[src/rtl/flash_wp_pkg.sv]
package flash_wp_pkg;
  parameter int ADDR_W        = 24;
  parameter int BLK_LSB       = 16;
  parameter int MIN_SPAN_LOG2 = 2;
  parameter int CODE_W        = 5;
  parameter int LOCK_W        = 2;

  localparam int BLK_W = ADDR_W - BLK_LSB;
  localparam int NSPAN = BLK_W - MIN_SPAN_LOG2;

  typedef struct packed {
    logic [LOCK_W-1:0] lock;
    logic [CODE_W-1:0] code;
  } status_t;

  typedef struct packed {
    logic wren;
    logic wrdi;
    logic wrsr;
    logic prog;
    logic sec_erase;
    logic blk_erase;
    logic chip_erase;
    logic otp_erase;
    logic otp_prog;
    logic pd_enter;
    logic pd_exit;
  } cmd_t;
endpackage

[src/rtl/flash_wp_region.sv]
module flash_wp_region
  import flash_wp_pkg::*;
(
  input  logic [CODE_W-1:0] code_i,
  input  logic [BLK_W-1:0]  blk_i,
  output logic              hit_o,
  output logic              any_o
);
  logic [7:0] top_v, bot_v;

  assign top_v[0] = 1'b0;
  assign bot_v[0] = 1'b0;
  assign top_v[7] = 1'b1;
  assign bot_v[7] = 1'b1;

  // span k covers 2^(MIN_SPAN_LOG2+k-1) blocks at either end
  for (genvar k = 1; k <= 6; k++) begin : g_span
    if (k <= NSPAN) begin : g_on
      localparam int SH = MIN_SPAN_LOG2 + k - 1;
      assign top_v[k] = &blk_i[BLK_W-1:SH];
      assign bot_v[k] = ~|blk_i[BLK_W-1:SH];
    end else begin : g_all
      assign top_v[k] = 1'b1;
      assign bot_v[k] = 1'b1;
    end
  end

  logic [2:0] sel;
  logic       full;
  assign sel   = code_i[2:0];
  assign full  = code_i[4];
  assign hit_o = full | (code_i[3] ? bot_v[sel] : top_v[sel]);
  assign any_o = full | (sel != 3'd0);
endmodule

[src/rtl/flash_wp_gate.sv]
module flash_wp_gate
  import flash_wp_pkg::*;
(
  input  cmd_t cmd_i,
  input  logic wel_i,
  input  logic dpd_i,
  input  logic wp_ni,
  input  logic hit_i,
  input  logic any_i,
  output logic grant_o,
  output logic set_wel_o,
  output logic clr_wel_o,
  output logic load_sr_o,
  output logic pd_set_o,
  output logic pd_clr_o
);
  logic live, arr_ok, chip_ok, otp_ok, sr_ok;

  assign live    = ~dpd_i;
  assign arr_ok  = (cmd_i.prog | cmd_i.sec_erase | cmd_i.blk_erase) & ~hit_i;
  assign chip_ok = cmd_i.chip_erase & ~any_i;
  assign otp_ok  = cmd_i.otp_erase | cmd_i.otp_prog;
  assign sr_ok   = cmd_i.wrsr & wp_ni;

  assign grant_o   = live & wel_i & (arr_ok | chip_ok | otp_ok | sr_ok);
  assign set_wel_o = live & cmd_i.wren;
  assign clr_wel_o = grant_o | (live & cmd_i.wrdi);
  assign load_sr_o = grant_o & cmd_i.wrsr;
  assign pd_set_o  = live & cmd_i.pd_enter;
  assign pd_clr_o  = dpd_i & cmd_i.pd_exit;
endmodule

[src/rtl/flash_wp_regs.sv]
module flash_wp_regs
  import flash_wp_pkg::*;
(
  input  logic    clk_i,
  input  logic    rst_ni,
  input  logic    set_wel_i,
  input  logic    clr_wel_i,
  input  logic    load_sr_i,
  input  status_t sr_new_i,
  input  logic    pd_set_i,
  input  logic    pd_clr_i,
  output logic    wel_o,
  output status_t sr_o,
  output logic    dpd_o
);
  always_ff @(posedge clk_i or negedge rst_ni) begin
    if (!rst_ni) begin
      wel_o <= 1'b0;
    end else if (clr_wel_i) begin
      wel_o <= 1'b0;
    end else if (set_wel_i) begin
      wel_o <= 1'b1;
    end
  end

  always_ff @(posedge clk_i or negedge rst_ni) begin
    if (!rst_ni) begin
      sr_o <= '0;
    end else if (load_sr_i) begin
      sr_o <= sr_new_i;
    end
  end

  always_ff @(posedge clk_i or negedge rst_ni) begin
    if (!rst_ni) begin
      dpd_o <= 1'b0;
    end else if (pd_set_i) begin
      dpd_o <= 1'b1;
    end else if (pd_clr_i) begin
      dpd_o <= 1'b0;
    end
  end
endmodule

[src/rtl/flash_wp_ctrl.sv]
module flash_wp_ctrl
  import flash_wp_pkg::*;
(
  input  logic              clk_i,
  input  logic              rst_ni,
  input  logic              wren_i,
  input  logic              wrdi_i,
  input  logic              wrsr_i,
  input  logic              prog_i,
  input  logic              sec_erase_i,
  input  logic              blk_erase_i,
  input  logic              chip_erase_i,
  input  logic              otp_erase_i,
  input  logic              otp_prog_i,
  input  logic              pd_enter_i,
  input  logic              pd_exit_i,
  input  logic [ADDR_W-1:0] addr_i,
  input  logic [6:0]        sr_new_i,
  input  logic              wp_ni,
  output logic              wel_o,
  output logic [4:0]        prot_o,
  output logic [1:0]        lock_o,
  output logic              grant_o,
  output logic              dpd_o
);
  cmd_t    cmd;
  status_t sr_q, sr_in;
  logic    hit, any, set_wel, clr_wel, load_sr, pd_set, pd_clr, wel, dpd;

  assign cmd = '{wren: wren_i, wrdi: wrdi_i, wrsr: wrsr_i, prog: prog_i,
                 sec_erase: sec_erase_i, blk_erase: blk_erase_i,
                 chip_erase: chip_erase_i, otp_erase: otp_erase_i,
                 otp_prog: otp_prog_i, pd_enter: pd_enter_i, pd_exit: pd_exit_i};
  assign sr_in = status_t'(sr_new_i);

  flash_wp_region u_region (
    .code_i (sr_q.code),
    .blk_i  (addr_i[ADDR_W-1:BLK_LSB]),
    .hit_o  (hit),
    .any_o  (any)
  );

  flash_wp_gate u_gate (
    .cmd_i     (cmd),
    .wel_i     (wel),
    .dpd_i     (dpd),
    .wp_ni     (wp_ni),
    .hit_i     (hit),
    .any_i     (any),
    .grant_o   (grant_o),
    .set_wel_o (set_wel),
    .clr_wel_o (clr_wel),
    .load_sr_o (load_sr),
    .pd_set_o  (pd_set),
    .pd_clr_o  (pd_clr)
  );

  flash_wp_regs u_regs (
    .clk_i     (clk_i),
    .rst_ni    (rst_ni),
    .set_wel_i (set_wel),
    .clr_wel_i (clr_wel),
    .load_sr_i (load_sr),
    .sr_new_i  (sr_in),
    .pd_set_i  (pd_set),
    .pd_clr_i  (pd_clr),
    .wel_o     (wel),
    .sr_o      (sr_q),
    .dpd_o     (dpd)
  );

  assign wel_o  = wel;
  assign dpd_o  = dpd;
  assign prot_o = sr_q.code;
  assign lock_o = sr_q.lock;

  // input assumption: one decoded command per cycle
  cmd_onehot_chk: assert property (@(posedge clk_i) disable iff (!rst_ni)
    $onehot0(cmd));


  wel_set_chk: assert property (@(posedge clk_i) disable iff (!rst_ni)
    (wren_i && !dpd_o) |=> wel_o);


  wel_clr_chk: assert property (@(posedge clk_i) disable iff (!rst_ni)
    (wrdi_i && !dpd_o) |=> !wel_o);


  grant_drop_chk: assert property (@(posedge clk_i) disable iff (!rst_ni)
    grant_o |=> !wel_o);


  wp_lock_chk: assert property (@(posedge clk_i) disable iff (!rst_ni)
    !wp_ni |=> ($stable(prot_o) && $stable(lock_o)));


  dpd_hold_chk: assert property (@(posedge clk_i) disable iff (!rst_ni)
    (dpd_o && !pd_exit_i) |=> (dpd_o && $stable(wel_o) && $stable(prot_o) && $stable(lock_o)));


  dpd_nogrant_chk: assert property (@(posedge clk_i) disable iff (!rst_ni)
    dpd_o |-> !grant_o);


  refuse_keep_chk: assert property (@(posedge clk_i) disable iff (!rst_ni)
    ((prog_i || sec_erase_i || blk_erase_i || chip_erase_i || wrsr_i) && wel_o && !grant_o)
      |=> (wel_o && $stable(prot_o) && $stable(lock_o)));


  top_half_chk: assert property (@(posedge clk_i) disable iff (!rst_ni)
    (prot_o == 5'b00110 && prog_i && wel_o && !dpd_o) |-> (grant_o == !addr_i[ADDR_W-1]));


  full_chk: assert property (@(posedge clk_i) disable iff (!rst_ni)
    ((prot_o[4] || prot_o[2:0] == 3'b111) && (prog_i || blk_erase_i)) |-> !grant_o);
endmodule

[config.mk]
export PLATFORM = sky130hd
export DESIGN_NAME = flash_wp_ctrl
export DESIGN_NICKNAME = d
export VERILOG_FILES = /design/src/rtl/flash_wp_pkg.sv /design/src/rtl/flash_wp_region.sv /design/src/rtl/flash_wp_gate.sv /design/src/rtl/flash_wp_regs.sv /design/src/rtl/flash_wp_ctrl.sv
export SDC_FILE = /design/constraint.sdc
export NUM_CORES = 1
export LEC_CHECK = 0
export ABC_AREA = 0
export BUFFER_PORTS_ARGS = -buffer_cell sky130_fd_sc_hd__buf_2
export CORE_ASPECT_RATIO = 1.4
export CORE_MARGIN = 2
export CORE_UTILIZATION = 32
export CTS_CLUSTER_DIAMETER = 120
export CTS_CLUSTER_SIZE = 16
export DETAILED_ROUTE_END_ITERATION = 12
export PLACE_DENSITY = 0.74
export SLEW_MARGIN = 0
export SYNTH_ARGS = -nofsm -noshare
export SYNTH_HDL_FRONTEND = slang
export SYNTH_SLANG_ARGS = --single-unit
[constraint.sdc]
create_clock -name clk_i -period 1.9 [get_ports clk_i]
set_clock_uncertainty 0.15 [all_clocks]
set_input_delay 0.19 -clock clk_i [delete_from_list [all_inputs] [get_ports clk_i]]
set_output_delay 0.19 -clock clk_i [all_outputs]
set_load 0.01 [all_outputs]
=== Word-level counts from Yosys, hierarchy flattened ===
Cells that the tools add are included.

* Word-level logic and storage cells: 55
* ROM bits: 0
* Bits in writable memories: 0
* Register bits: 9
* Memories: 0
* Output and inout port bits: 10
* Latch bits: 0

* Equality and inequality tests: 0
* Divide/modulo/power cells: 0
* Shift-type cells: 0
* Mux-type cells: 9
* Reductions and logical operators: 19
* Magnitude comparators: 1
* Bitwise logic cells: 22
* Add/subtract/negate cells: 0
* Multiply operators: 0

{| class="wikitable"
|+ Operators by type and width
! cell !! number
|-
| AND 1 bit || 10
|-
| bitwise OR 1 bit || 9
|-
| 2-to-1 mux 1 bit || 7
|-
| binary-select mux 1 bit (select 3 bit) || 2
|-
| logical NOT 1 bit || 6
|-
| AND reduction 6 bit || 1
|-
| OR reduction 6 bit || 1
|-
| AND reduction 5 bit || 1
|-
| OR reduction 5 bit || 1
|-
| < comparator 3 x 4 -> 1 bit (second input constant) || 1
|-
| AND reduction 4 bit || 1
|-
| nonzero test 2 bit || 2
|-
| OR reduction 4 bit || 1
|-
| NOT 1 bit || 3
|-
| AND reduction 3 bit || 1
|-
| nonzero test 3 bit || 1
|-
| OR reduction 3 bit || 1
|-
| AND reduction 2 bit || 1
|-
| OR reduction 2 bit || 1
|}

=== Depth between registers and ports, before layout ===
Gate-level depths: netlist (run 1).

* Depth after elaboration: 14
* Depth in mapped cells: 7
* Mapped depth without buffers: 5

=== By module ===
Synthesis (run 1) repeated with hierarchy kept, for this count alone.

* Cells, all modules: 59
* Area, all modules: 599.3 µm²

{| class="wikitable"
|+ Modules (own cells, without submodules)
! module !! times used !! area each (µm²) !! cells an instance !! seq. area each (µm²)
|-
| flash_wp_regs || 1 || 360.3 || 21 || 225.2
|-
| flash_wp_region || 1 || 141.4 || 24 || 0.0
|-
| flash_wp_gate || 1 || 97.6 || 14 || 0.0
|}

=== Worst setup path after synthesis (run 1) ===
No wires, ideal clock.

* Path type: flip-flop to flip-flop
* Start point: register u_regs.sr_o[1] (netlist name)
* End point: register u_regs.sr_o[0] (netlist name)
* Slack: -0.233 ns
* Required time: 1.625 ns
* Stages on the path, launching flop included: 7
* Library setup time: 0.125 ns
* Arrival time: 1.858 ns
* Cell sequence: dfrtp_1 buf_4 or4b_1 o21ai_0 a22o_1 buf_6 mux2_4

* Cells in the longest elaborated chain, start to end: 11

{| class="wikitable"
|+ Ends and longest elaborated chain
! item !! RTL line !! source
|-
| start: declaration || flash_wp_regs.sv:13 || <nowiki>output status_t sr_o,</nowiki>
|-
| start signal: assignment || flash_wp_regs.sv:30 || <nowiki>sr_o <= sr_new_i;</nowiki>
|-
| binary-select mux 1 bit (select 3 bit) || flash_wp_region.sv:32 || <nowiki>assign hit_o = full | (code_i[3] ? bot_v[sel] : top_v[sel]);</nowiki>
|-
| 2-to-1 mux 1 bit (not written as such) || flash_wp_region.sv:32 ||
|-
| 2-to-1 mux 1 bit || flash_wp_region.sv:32 ||
|-
| bitwise OR 1 bit || flash_wp_region.sv:32 ||
|-
| NOT 1 bit || flash_wp_gate.sv:20 || <nowiki>assign arr_ok = (cmd_i.prog | cmd_i.sec_erase | cmd_i.blk_erase) & ~hit_i;</nowiki>
|-
| AND 1 bit || flash_wp_gate.sv:20 ||
|-
| bitwise OR 1 bit * (3 in a row) || flash_wp_gate.sv:25 || <nowiki>assign grant_o = live & wel_i & (arr_ok | chip_ok | otp_ok | sr_ok);</nowiki>
|-
| AND 1 bit * || flash_wp_gate.sv:25 ||
|-
| AND 1 bit * || flash_wp_gate.sv:28 || <nowiki>assign load_sr_o = grant_o & cmd_i.wrsr;</nowiki>
|}

Mark *: on every way between the ends. The rest lies on a longest branch, timed or not. The select of a mux whose other input is x is not followed.
A chain may end at the register's enable or synchronous reset.

=== Final worst setup path (run 1) ===
* Start point: register u_regs.sr_o[2] (netlist name)
* End point: output grant_o

* Cells in the longest elaborated chain, start to end: 10

{| class="wikitable"
|+ Ends and longest elaborated chain
! item !! RTL line !! source
|-
| binary-select mux 1 bit (select 3 bit) || flash_wp_region.sv:32 ||
|-
| 2-to-1 mux 1 bit (not written as such) || flash_wp_region.sv:32 ||
|-
| 2-to-1 mux 1 bit || flash_wp_region.sv:32 ||
|-
| bitwise OR 1 bit || flash_wp_region.sv:32 ||
|-
| NOT 1 bit || flash_wp_gate.sv:20 ||
|-
| AND 1 bit || flash_wp_gate.sv:20 ||
|-
| bitwise OR 1 bit * (3 in a row) || flash_wp_gate.sv:25 ||
|-
| AND 1 bit * || flash_wp_gate.sv:25 ||
|-
| end: declaration || flash_wp_ctrl.sv:23 || <nowiki>output logic grant_o,</nowiki>
|}

Marked as above.

==> results by group, run 1 <==
GRT
  • Met3 global-route usage: approximately 2.4%
  • Met1 layer usage reported by global route: a little over a fifth
  • Largest net degree at the start of global routing: 10
  • Met2 usage: 26.7%
  • Grt peak-use layer: met2
  • All-Layer GR Usage: 16.1%
  • Global-route wire length before repair: 2.49 mm
  • Initial antenna violation count: 0
  • GRT Residual Overflow: 0
  • Vias in the first global route: roughly 620

Synth
  • Synth top area share: 37.9%
  • Synthesized area per cell: between 10 and 15 sq um
  • Yosys reg bits: 9
  • Ys flop type: dfrtp_1
  • Mapped Area: 594 sq um
  • Synth Net Count: 100
  • Distinct cell type count after synthesis: 26
  • Top cells by count, synth: dfrtp_1, mux2_4, a21oi_1, inv_1
  • Area contributors post-synth: dfrtp_1, mux2_4, a22o_1
  • Most frequent cell after synthesis: dfrtp_1
  • Area leader, netlist: dfrtp_1
  • Ys async rst share: 100%
  • Syn Inst Count: between 50 and 60
  • Post-synthesis sequential area ratio: 37.9%
  • Warning count from the yosys run: 0
  • Post-synth EDFFs: 0

Worst setup path
  • CP Data Arrival Time: 1.91 ns
  • Worst path cell trace: buf_6 > or4b_4 > o21ai_4 > a31o_4 > and2_4 > buf_6
  • CP peak stage delay: about 0.55 ns
  • Number of buffers and inverters on the critical path: 2
  • Kind of critical path: reg2out
  • Cell with the largest stage delay on the worst path: or4b_4
  • Reg2Reg Launch Point: u_regs.sr_o[2]
  • Cell mode on critical path: buf_6
  • Element type at the critical path start: register
  • Critical register-to-register path endpoint: u_regs.sr_o[5]
  • Critical Path RT: 1.56 ns
  • CP max FO: 5
  • CP top delay family: simple AND/OR/NAND/NOR gates
  • Reg2Reg Depth: 6
  • Crit. End Element: output port
  • Slack of the worst reg-to-reg path: -0.32 ns

Clock tree
  • H-tree Lvls: 1
  • Clock Latency Late Sink: 0.25 ns
  • Clock transition at the registers of the reported paths: roughly 0.060 ns
  • Root Buffer: clkbuf_4
  • Clock Sinks: 9
  • Number of buffers created by CTS: 3
  • Clock Path Buffers: 2
  • CTS tree: done

Status
  • Failing checks: setup timing
  • Status: complete, but fails checks

Floorplan
  • Initial core utilization: about a third
  • Die W: 40.4 um
  • Die Y: 55.0 um
  • Core box area: 0.00176 sq mm
  • DIE AREA: 0.00222 sq mm
  • Cell Rows: 18
  • Io pins: 55

Detailed routing
  • Via density: 5.26
  • Pre-antenna DRT Iters: 4
  • Initial DRC count: 10
  • Total number of vias: 694
  • Wire length per cell: 13.0 um
  • Remaining DRCs: 0
  • Antenna-violating nets left: 0
  • Final wirelength: ~1.7 mm

Layout
  • Nets: 158
  • Layout cell share with drive strength beyond 1: 67.0%
  • Sequential cell area: approximately 230 sq um
  • FILL cells: 151
  • Area of the multi-input gates: 368 sq um
  • Ant diodes: 0
  • Layout area overhead: 71.8%

Power
  • Pwr Density: 1290 mW/mm^2
  • Leakage: between 0.0005 and 0.0006 uW
  • Total power: 1320 uW
  • IR Drop Worst-Case VDD: 0.673 mV

Flow run
  • Max-Cap Viols: 0

Worst hold path
  • HP Start: sr_new_i[6]
  • Hold Path Sink: u_regs.sr_o[6]
  • WHS Path Cells: 2
  • Path type of the worst min-delay path: in2reg

STA
  • Hold Slack: 0.0137 ns
  • Max_slew headroom: 71.8%
  • Final setup fails: 9
  • Count of pins over their slew limit: 0
  • Setup TNS Final: -2.81 ns
  • Fin crit share: 118%
  • Slew @ Worst Pin: 0.420 ns
  • Final WS setup: -0.351 ns
  • Fin crit period: around 2.3 ns
  • F_max: 0.444 GHz
  • RSZ-0062 raised after global routing: true
  • Fin. Hold Viols: 0

Placement
  • RePlAce Congestion: 0.780
  • Post-DP HPWL: 1.19 mm
  • Count of input and output buffers: 36
-- metrics by stage --
step | area (sq um) | std cells | setup WS [ns] | util (%)
final | 1020 | 132 | -0.351 | 58.1
after detailed placement | 855 | 119 | -0.317 | 48.6
after CTS | 976 | 130 | -0.317 | 55.6
after global routing | 1020 | 132 | -0.406 | 58.1
after global placement | 855 | 119 | -0.266 | 48.6
after floorplan | 601 | 55 | -0.170 | -
-- worst max-delay path by stage --
| stage | from | endpoint | cells past startpoint |
|---|---|---|---|
| final | u_regs.sr_o[2] | grant_o | 6 |
| after global routing | u_regs.sr_o[2] | grant_o | 6 |
| after CTS | u_regs.sr_o[1] | grant_o | 6 |
| after detailed placement | u_regs.sr_o[2] | u_regs.sr_o[6] | 5 |
| after global placement | u_regs.sr_o[2] | u_regs.sr_o[2] | 5 |
| after floorplan | u_regs.sr_o[2] | u_regs.sr_o[0] | 7 |
-- registers in the layout, indices dropped and copies added (netlist names) --
signal	cells
u_regs.dpd_o	1
u_regs.sr_o	7
u_regs.wel_o	1
-- cells in the final DEF, fill, tap and decap left out --
cell and n:
and2_1 1, clkbuf_4 3, dfrtp_1 7, o211ai_1 1
clkbuf_1 1, nor2b_1 1, a2bb2oi_1 1, o21ai_4 1
buf_4 14, maj3_2 1, dlygate4sd3_1 3, or3_4 1
mux2_4 7, a221oi_2 1, buf_2 35, a221oi_1 1
a31o_4 1, a22o_1 2, a21oi_1 5, a211oi_1 1
o21ai_2 2, buf_6 4, dfrtp_2 2, nor3_1 1
and2_4 1, inv_1 5, or4b_4 1, o311a_1 1
a211o_1 1, nor2_1 3, nand2_1 1, o21bai_1 1
a22o_4 1
-- what timing repair did --
action | in CTS | in global routing
gates resized for setup | 10 | 7
endpoints found under the hold margin | 11 | 0
hold buffers | 3 | 0
setup buffers | 4 | 2
setup endpoints to repair | 9 | 9
pin swaps | 2 | 4
-- layer usage --
metal | wire, um | share of wire [%]
met1 | 715 | 42
met2 | 873 | 51
met3 | 112 | 6.5
met4 | 10 | 0.58
met5 | 0 | 0
-- worst reg2reg max path, cell delays in order, from the launching register on --
cell and delay, ns:
dfrtp_2 0.45, buf_6 0.14, or4b_4 0.55, o21ai_4 0.18, buf_4 0.13, a22o_4 0.20, mux2_4 0.31
-- cell type report --
cell class                      count  share of cell area [%]
Multi-Input combinational cell     38                    36.0
Timing Repair Buffer               56                    34.8
Sequential cell                     9                    22.3
Clock buffer                        4                    2.57
Tap cell                           20                    2.45
Inverter                            5                    1.84
-- report_power, final --
group / internal [uW] / leakage (uW) / switching (uW)
Sequential: 283 / 0.000105 / 82.5
Combinational: 483 / 0.000399 / 329
Clock: 80.7 / 0.0000150 / 63.2
-- logic make-up (layout without fill, tap and decap cells) --
family	count (synthesis)	in the layout	synth area share [%]
AOI/OAI and AO/OA	20	20	25.1
and+or+nand+nor	10	10	9.47
DFF	9	9	37.9
buffers and inverters	8	65	8.21
muxes	7	7	17.7
adders and majority gates	1	1	1.68
Power figures use the tool's default switching activity.
==> run 2: changes to the inputs <==
--- a/config.mk
+++ b/config.mk
@@ -15,4 +15,5 @@
 export DETAILED_ROUTE_END_ITERATION = 12
 export PLACE_DENSITY = 0.74
+export SKIP_LAST_GASP = 1
 export SLEW_MARGIN = 0
 export SYNTH_ARGS = -nofsm -noshare
==> constraint.sdc (replaced) <==
create_clock -name clk_i -period 1.9 [get_ports clk_i]
set_clock_uncertainty 0.15 [all_clocks]
set_input_delay 0.285 -clock clk_i [delete_from_list [all_inputs] [get_ports clk_i]]
set_output_delay 0.285 -clock clk_i [all_outputs]
set_load 0.01 [all_outputs]
==> run 2 against run 1 <==
The flow still finishes with violations (setup timing). Final area decreased by 4.2%. Maximum frequency decreased by 5.6%. Die area unchanged.
==> results by group, run 2 (synthesis results as in run 1) <==
Status
  • Status: complete, but fails checks
  • Failing checks: setup timing

Worst setup path
  • Slack of the worst reg-to-reg path: -0.31 ns
  • Kind of critical path: reg2out
  • Crit. End Element: output port
  • Element type at the critical path start: register
  • Reg2Reg Depth: 8
  • CP Data Arrival Time: ~2.0 ns
  • CP max FO: 6
  • Critical Path RT: between 1 and 1.5 ns

STA
  • Max_slew headroom: 74.0%
  • Final WS setup: -0.486 ns
  • Final setup fails: 9
  • Setup TNS Final: -2.72 ns
  • F_max: 0.419 GHz
  • Fin crit period: 2.39 ns
  • Slew @ Worst Pin: 0.389 ns
  • RSZ-0062 raised after global routing: true
  • Fin. Hold Viols: 0
  • Count of pins over their slew limit: 0
  • Fin crit share: 126%

Clock tree
  • H-tree Lvls: 1
  • Clock Latency Late Sink: 0.26 ns
  • Clock transition at the registers of the reported paths: 0.06 ns
  • Clock Sinks: 9
  • Clock Path Buffers: 2
  • CTS tree: done
  • Root Buffer: clkbuf_4
  • Number of buffers created by CTS: 3

GRT
  • GRT Residual Overflow: 0
  • All-Layer GR Usage: 17.0%
  • Vias in the first global route: 596
  • Largest net degree at the start of global routing: 10
  • Global-route wire length before repair: 2.38 mm
  • Initial antenna violation count: 0

Layout
  • Layout cell share with drive strength beyond 1: 67.3%
  • Largest registers: u_regs.sr_o x7, u_regs.dpd_o x1, u_regs.wel_o x1
  • Biggest register: u_regs.sr_o
  • Nets: 156
  • Ant diodes: 0
  • Layout area overhead: 64.6%
  • Largest register FFs: 7
  • Commonest non-fill, non-tap cell in the layout: buf_2
  • Commonest non-fill, non-tap cells in the layout: buf_2, buf_4, mux2_4, dfrtp_1

Detailed routing
  • Pre-antenna DRT Iters: 4
  • Antenna-violating nets left: 0
  • Total number of vias: 646
  • Via density: about 5
  • Final wirelength: 1.63 mm
  • Wire length per cell: 12.5 um
  • Remaining DRCs: 0
  • Initial DRC count: 6

Floorplan
  • Io pins: 55
  • DIE AREA: approximately 0.0022 sq mm
  • Core box area: 0.00176 sq mm
  • Die W: approximately 40 um
  • Cell Rows: 18
  • Initial core utilization: 33.8%
  • Die Y: 55.0 um

Placement
  • RePlAce Congestion: 0.779
  • Post-DP HPWL: 1.28 mm
  • Count of input and output buffers: 36
  • Pre-CTS setup slack: -0.336 ns

Power
  • Pwr Density: 1320 mW/mm^2
  • Leakage: 0.000504 uW
  • IR Drop Worst-Case VDD: 0.873 mV

Worst hold path
  • Path type of the worst min-delay path: in2reg
  • WHS Path Cells: 2

Flow run
  • Max-Cap Viols: 0
==> run 2: metrics by stage <==
step	total power (uW)	hold slack (ns)	cell area (sq um)	cells	utilization [%]
4_1_cts	1290	0.0408	971	130	55.3
3_5_place_dp	1050	-0.00229	886	121	50.4
3_3_place_gp	1030	-0.0114	886	121	50.4
2_1_floorplan	776	-0.161	617	55	-
5_1_grt	1390	0.0329	978	130	55.7
6_report	1290	0.0443	978	130	55.7
==> run 2: path summary, 6_finish.rpt <==
path                                       end           start
worst max-delay path                   grant_o  u_regs.sr_o[1]
min in group asynchronous       u_regs.sr_o[6]          rst_ni
worst max register to register  u_regs.sr_o[1]  u_regs.sr_o[1]
max in group asynchronous       u_regs.sr_o[1]          rst_ni
worst min-delay path              u_regs.wel_o          wrdi_i
worst min register to register  u_regs.sr_o[5]  u_regs.sr_o[5]
==> run 2: cell type report <==
cell class                      count  area (sq um)
Timing Repair Buffer               54           332
Clock buffer                        3          22.5
Tap cell                           20          25.0
Clock inverter                      1          5.00
Multi-Input combinational cell     38           348
Fill cell                         161           778
Sequential cell                     9           228
Inverter                            5          18.8
==> run 2: layer usage <==
layer | global-route usage, % | vias to the layer above | routed length [um]
met5 | 0 | - | 0
met4 | 10.6 | 0 | 32
met3 | 4.80 | 4 | 105
met2 | 30.2 | 31 | 862
met1 | 16.4 | 293 | 629
li1 | - | 318 | -
==> run 2: worst max-delay path, stage by stage (launching register included) <==
cell,delay [ns]
dfrtp_2,0.45
buf_6,0.14
buf_6,0.11
a22o_1,0.17
a22o_1,0.17
o211ai_1,0.14
buf_4,0.16
a31o_4,0.13
and2_4,0.13
buf_6,0.09
==> run 2: power by group <==
group | switching (uW) | total [uW] | internal, uW | leakage [uW]
sequential | 77.1 | 360 | 283 | 0.000105
combinational | 310 | 784 | 473 | 0.000381
clock | 72.2 | 150 | 77.8 | 0.0000177
total | 460 | 1290 | 834 | 0.000504
==> run 2: repair_timing <==
action,in CTS,in global routing
hold buffers,1,0
setup endpoints to repair,9,9
resized for setup,8,3
pin swaps,2,1
cloned,0,0
buffers inserted,4,0
hold endpoints to repair,9,0
